[src/rtl/chan_irq_pkg.sv]
package chan_irq_pkg;
  localparam int FIELD_W    = 16;
  localparam int ERR_KINDS  = 6;
  localparam int ERR_LO     = 4;
  localparam int CAUSE_IDX  = 0;
  localparam int MASK_IDX   = 1;
  localparam int KINDS_IDX  = 2;
  localparam int EADDR_BASE = 3;
  localparam logic [FIELD_W-1:0] FIELD_VALID = 16'h03F1;

  // place one channel's event pulses at their cause-bit positions
  function automatic logic [FIELD_W-1:0] pack_events(input logic eoc,
                                                     input logic [ERR_KINDS-1:0] err);
    logic [FIELD_W-1:0] v;
    v = '0;
    v[0] = eoc;
    v[ERR_LO +: ERR_KINDS] = err;
    return v;
  endfunction

  // write-zero-to-clear, then set by events (events win)
  function automatic logic [FIELD_W-1:0] field_next(input logic [FIELD_W-1:0] cur,
                                                    input logic clr_en,
                                                    input logic [FIELD_W-1:0] wfield,
                                                    input logic [FIELD_W-1:0] evts);
    logic [FIELD_W-1:0] kept;
    kept = clr_en ? (cur & wfield) : cur;
    return (kept | evts) & FIELD_VALID;
  endfunction

  function automatic logic fault_pending(input logic [FIELD_W-1:0] cur);
    return |cur[ERR_LO +: ERR_KINDS];
  endfunction
endpackage

[src/rtl/chan_irq_field.sv]
module chan_irq_field
  import chan_irq_pkg::*;
(
  input  logic                 clk,
  input  logic                 rst_n,
  input  logic                 clr_en,
  input  logic [FIELD_W-1:0]   wfield,
  input  logic [FIELD_W-1:0]   mask_field,
  input  logic                 eoc,
  input  logic [ERR_KINDS-1:0] err,
  output logic [FIELD_W-1:0]   cause_q,
  output logic                 irq,
  output logic                 err_active
);
  logic [FIELD_W-1:0] evts;

  assign evts = pack_events(eoc, err);

  always_ff @(posedge clk) begin
    if (!rst_n) cause_q <= '0;
    else        cause_q <= field_next(cause_q, clr_en, wfield, evts);
  end

  assign irq        = |(cause_q & mask_field);
  assign err_active = fault_pending(cause_q);
endmodule

[src/rtl/chan_irq_errcap.sv]
module chan_irq_errcap
  import chan_irq_pkg::*;
#(
  parameter int AW = 32
) (
  input  logic                 clk,
  input  logic                 rst_n,
  input  logic                 err_active,
  input  logic [ERR_KINDS-1:0] err,
  input  logic [AW-1:0]        addr_in,
  output logic [ERR_KINDS-1:0] kinds_q,
  output logic [AW-1:0]        addr_q,
  output logic                 capture
);
  // first fault only: lock while any fault cause is pending
  assign capture = !err_active && (|err);

  always_ff @(posedge clk) begin
    if (!rst_n) begin
      kinds_q <= '0;
      addr_q  <= '0;
    end else if (capture) begin
      kinds_q <= err;
      addr_q  <= addr_in;
    end
  end
endmodule

[src/rtl/chan_irq_regs.sv]
module chan_irq_regs
  import chan_irq_pkg::*;
#(
  parameter int NUM_CH = 2,
  parameter int REG_AW = 3,
  parameter int AW     = 32,
  localparam int DATA_W = NUM_CH * FIELD_W
) (
  input  logic                   clk,
  input  logic                   rst_n,
  input  logic                   bus_we,
  input  logic [REG_AW-1:0]      bus_addr,
  input  logic [DATA_W-1:0]      bus_wdata,
  input  logic [DATA_W-1:0]      cause_word,
  input  logic [DATA_W-1:0]      kinds_word,
  input  logic [NUM_CH*AW-1:0]   eaddr_flat,
  output logic [DATA_W-1:0]      mask_q,
  output logic                   cause_wr,
  output logic [DATA_W-1:0]      bus_rdata
);
  logic mask_wr;

  assign cause_wr = bus_we && (bus_addr == REG_AW'(CAUSE_IDX));
  assign mask_wr  = bus_we && (bus_addr == REG_AW'(MASK_IDX));

  always_ff @(posedge clk) begin
    if (!rst_n)       mask_q <= '0;
    else if (mask_wr) mask_q <= bus_wdata;
  end

  always_comb begin
    bus_rdata = '0;
    if (bus_addr == REG_AW'(CAUSE_IDX)) bus_rdata = cause_word;
    if (bus_addr == REG_AW'(MASK_IDX))  bus_rdata = mask_q;
    if (bus_addr == REG_AW'(KINDS_IDX)) bus_rdata = kinds_word;
    for (int n = 0; n < NUM_CH; n++) begin
      if (bus_addr == REG_AW'(EADDR_BASE + n))
        bus_rdata = DATA_W'(eaddr_flat[n*AW +: AW]);
    end
  end
endmodule

[src/rtl/chan_irq_cause.sv]
module chan_irq_cause
  import chan_irq_pkg::*;
#(
  parameter int NUM_CH = 2,
  parameter int REG_AW = 3,
  parameter int AW     = 32,
  localparam int DATA_W = NUM_CH * FIELD_W
) (
  input  logic                        clk,
  input  logic                        rst_n,
  input  logic [NUM_CH-1:0]           eoc_evt,
  input  logic [NUM_CH*ERR_KINDS-1:0] err_evt,
  input  logic [NUM_CH*AW-1:0]        fault_addr,
  input  logic                        bus_we,
  input  logic [REG_AW-1:0]           bus_addr,
  input  logic [DATA_W-1:0]           bus_wdata,
  output logic [DATA_W-1:0]           bus_rdata,
  output logic [NUM_CH-1:0]           irq
);
  logic [DATA_W-1:0]    cause_q;
  logic [DATA_W-1:0]    mask_q;
  logic [DATA_W-1:0]    kinds_word;
  logic [NUM_CH*AW-1:0] eaddr_flat;
  logic [NUM_CH-1:0]    err_active;
  logic [NUM_CH-1:0]    capture;
  logic                 cause_wr;

  chan_irq_regs #(.NUM_CH(NUM_CH), .REG_AW(REG_AW), .AW(AW)) u_regs (
    .clk        (clk),
    .rst_n      (rst_n),
    .bus_we     (bus_we),
    .bus_addr   (bus_addr),
    .bus_wdata  (bus_wdata),
    .cause_word (cause_q),
    .kinds_word (kinds_word),
    .eaddr_flat (eaddr_flat),
    .mask_q     (mask_q),
    .cause_wr   (cause_wr),
    .bus_rdata  (bus_rdata)
  );

  for (genvar n = 0; n < NUM_CH; n++) begin : g_ch
    logic [ERR_KINDS-1:0] kinds_q;

    chan_irq_field u_field (
      .clk        (clk),
      .rst_n      (rst_n),
      .clr_en     (cause_wr),
      .wfield     (bus_wdata[n*FIELD_W +: FIELD_W]),
      .mask_field (mask_q[n*FIELD_W +: FIELD_W]),
      .eoc        (eoc_evt[n]),
      .err        (err_evt[n*ERR_KINDS +: ERR_KINDS]),
      .cause_q    (cause_q[n*FIELD_W +: FIELD_W]),
      .irq        (irq[n]),
      .err_active (err_active[n])
    );

    chan_irq_errcap #(.AW(AW)) u_cap (
      .clk        (clk),
      .rst_n      (rst_n),
      .err_active (err_active[n]),
      .err        (err_evt[n*ERR_KINDS +: ERR_KINDS]),
      .addr_in    (fault_addr[n*AW +: AW]),
      .kinds_q    (kinds_q),
      .addr_q     (eaddr_flat[n*AW +: AW]),
      .capture    (capture[n])
    );

    assign kinds_word[n*FIELD_W +: FIELD_W] = FIELD_W'(kinds_q);
  end
endmodule

[config.mk]
export PLATFORM = sky130hd
export DESIGN_NAME = chan_irq_cause
export DESIGN_NICKNAME = d
export VERILOG_FILES = /design/src/rtl/chan_irq_pkg.sv /design/src/rtl/chan_irq_field.sv /design/src/rtl/chan_irq_errcap.sv /design/src/rtl/chan_irq_regs.sv /design/src/rtl/chan_irq_cause.sv
export SDC_FILE = /design/constraint.sdc
export NUM_CORES = 1
export LEC_CHECK = 0
export BUFFER_PORTS_ARGS = -buffer_cell sky130_fd_sc_hd__buf_2
export CORE_UTILIZATION = 47
export DETAILED_ROUTE_END_ITERATION = 6
export PLACE_DENSITY = 0.7
export SYNTH_ARGS = -nofsm -noshare
export SYNTH_HDL_FRONTEND = slang
export SYNTH_HIERARCHICAL = 1
export SYNTH_SLANG_ARGS = --single-unit
[constraint.sdc]
create_clock -name clk -period 2.35 [get_ports clk]
set_input_delay 0.1175 -clock clk [delete_from_list [all_inputs] [get_ports clk]]
set_output_delay 0.1175 -clock clk [all_outputs]
set_load 0.02 [all_outputs]
==> results <==
- Setup repair after global routing left no endpoint under its margin.
- The transition at the pin with the smallest max-transition slack is 717 ps.
- The residual DRC count is 0.
- At the placement stage, the worst setup path has a slack of 611 ps.
- For this design the ratio of total power to cell area is 609 mW/mm^2.
- The tree built by TritonCTS fans out to 122 sinks.
- The critical path in this run is classified as input port to primary output.
- The number of levels in the clock H-tree is 4.
- Dividing the detail-routed wire length by the instance count gives 18.3 microns.
- The number of rows in the core area is 46.
- The core region is 0.0159 sq mm.
- Setup violations remaining at the end of the flow were counted as 0.
- The placed cell area is 0.00847 sq mm.
- Post-CTS repair changed the size of 0 cells.
- The HPWL reported at the end of detailed placement is 16.1 mm.
- The area growth from synthesis to layout is 30.2%.
- The count of final max-slew check failures came to 0.
- The total count of hold-check failures in the final report is 0.
- The kind of start point of the critical path is an input port.
- The kind of capture point of the worst setup path is a primary output.
- The clock reaches the later pin of the worst-skew pair after 420 ps.
- The count of buffers from port buffering is 149.
- With fillers left out, the area of the finished cells amounts to 0.00996 sq mm.
- Counting every instance in the synthesized netlist gives 943.
- The overall routed net length is 24.8 mm.
- The run finished with clean final reports.
- TritonCTS built the clock tree.
- The worst supply voltage drop on vdd is 0.535 mV.
- The floorplan step set the die height to 130 microns.
- The first-pass iteration count of the detailed router is 6.
- The type of the tightest min-delay check is input port to flop.
- In this run the worst path has a maximum fanout of 29.
- The global-route congestion overflow total is 0.
- In this run the deepest clock path goes through 2 buffers.
- After detailed routing, the number of vias per cell comes to 6.06.
- The cell sitting at the root of the clock tree is a sky130_fd_sc_hd__clkbuf_16.
- The Yosys step of the flow raised 6 warnings.
- The overall die area is 0.0168 sq mm.
- In the final design database the tool counted 1244 nets.
- The synthesized netlist occupies a cell area of 0.00765 sq mm.
- The arrival time at the worst endpoint is 1690 ps.
- The number of max-cap violations is 0.
- The count of nets left with antenna violations once routing finished came out at 0.
- Across all layers, the routed design uses 8224 vias.
- Each instance of the synthesized netlist takes up on average 8.11 sq um.
- The total clock buffers created by CTS is 17.
- The total design power is 0.00606 W.
- The share of post-route cells with drive strength above 1 is 23.2%.
- The initial utilization of the core area, before any placement, comes to 48.1%.
- The data required time at the worst endpoint is 2230 ps.
- In the final layout, the multi-input gates occupy 0.00465 sq mm.
- For the final database, setup skew stands at 6.40 ps.
- The post-route core utilization is 62.7%.
- The top-level port count is 150.
- Headroom to the max-slew limit came out at 52.2%.
- The post-route minimum period is 1800 ps.
- The number of antenna diodes in the final layout is 0.
- The die outline width is 130 microns.
- Clock-pin slew was measured on the worst setup and hold paths at 60 ps.
- The achievable clock frequency is 554 MHz.
- The starting DRC count in detailed routing is 747.
- In this run the static leakage power is 3.88 nW.
- Across every metal layer, demand over resource in global routing totals 29.9%.
- The area taken by flip-flops and latches is 0.00244 sq mm.
- The pin count of the biggest net entering global routing is 96.
- The final clock period utilization by the worst path is 76.8%.
- The final setup slack of the worst path is 545 ps.
- For the final routed database, the setup TNS stands at 0 ps.
- The count of filler cells inserted in the layout is 1391.
- The weighted congestion at the end of routability-driven global placement is 0.872.
- The first global-routing pass estimated 38.4 mm of wire.
- The number of global-route vias before repair is 7359.
- The initial antenna violation count is 0.
==> state kept, by name, summed over array words and instances, names as in the netlist <==
name                  cells
g_ch.u_cap/addr_q        64
u_regs/mask_q            32
g_ch.u_cap/kinds_q       12
g_ch.u_field/cause_q     14
==> layer usage <==
| metal | vias to the layer above | global-route usage (%) | wire (microns) |
|---|---|---|---|
| li1 | 3962 | - | - |
| met3 | 57 | 5.78 | 1730 |
| met1 | 3847 | 39.5 | 10700 |
| met4 | 0 | 14.2 | 978 |
| met5 | - | 0 | 0 |
| met2 | 358 | 46.8 | 11400 |
==> through the flow <==
| stage | instances | hold WS (ps) |
|---|---|---|
| 2_1_floorplan | 978 | 246 |
| 3_3_place_gp | 1238 | 353 |
| 3_5_place_dp | 1238 | 355 |
| 4_1_cts | 1355 | 0.509 |
| 5_1_grt | 1356 | 8.93 |
| 6_report | 1356 | 6.36 |
==> where the power goes <==
group	total (W)	switching, W	internal [W]
clock network	0.00274	0.000946	0.00180
registers	0.00228	0.0000995	0.00219
logic	0.00103	0.000583	0.000451
==> path summary, 6_finish.rpt <==
kind,depth (start not counted),start,endpoint,slack [ps]
worst min-delay path,3,fault_addr[10],g_ch[0].u_cap/addr_q[10],6
worst min register to register,2,u_regs/mask_q[3],u_regs/mask_q[3],450
worst max register to register,7,g_ch[0].u_field/cause_q[6],g_ch[0].u_cap/addr_q[12],620
worst max-delay path,7,bus_addr[0],bus_rdata[20],550
==> placed cells by master, fill, tap and decap left out, types with 38 or more instances in the layout <==
master                          count
sky130_fd_sc_hd__buf_2            148
sky130_fd_sc_hd__dfxtp_1          122
sky130_fd_sc_hd__nand2_1           96
sky130_fd_sc_hd__dlygate4sd3_1     87
sky130_fd_sc_hd__nand3_1           66
sky130_fd_sc_hd__nand4_1           64
sky130_fd_sc_hd__and3_1            64
sky130_fd_sc_hd__a41oi_1           64
sky130_fd_sc_hd__o211ai_1          64
sky130_fd_sc_hd__conb_1            38
==> final cells by class <==
type                       count  share of cell area, %
clock inverter                 7                   1.13
multi-input combinational    715                   46.7
clock buffer                  24                   5.04
sequential                   122                   24.5
timing repair buffer         266                   19.7
inverter                       6                  0.226
tap                          216                   2.71
==> what timing repair did <==
action,4_1_cts,5_1_grt
endpoints found under the hold margin,86,1
buffers inserted,0,0
hold buffers,86,1
==> critical path, stage by stage <==
cell                      delay [ps]
sky130_fd_sc_hd__buf_2           250
sky130_fd_sc_hd__buf_4           410
sky130_fd_sc_hd__nor3b_2          90
sky130_fd_sc_hd__buf_4           200
sky130_fd_sc_hd__a32oi_1         240
sky130_fd_sc_hd__a31oi_1         180
sky130_fd_sc_hd__buf_2           200
(Power assumes the default switching activity.)
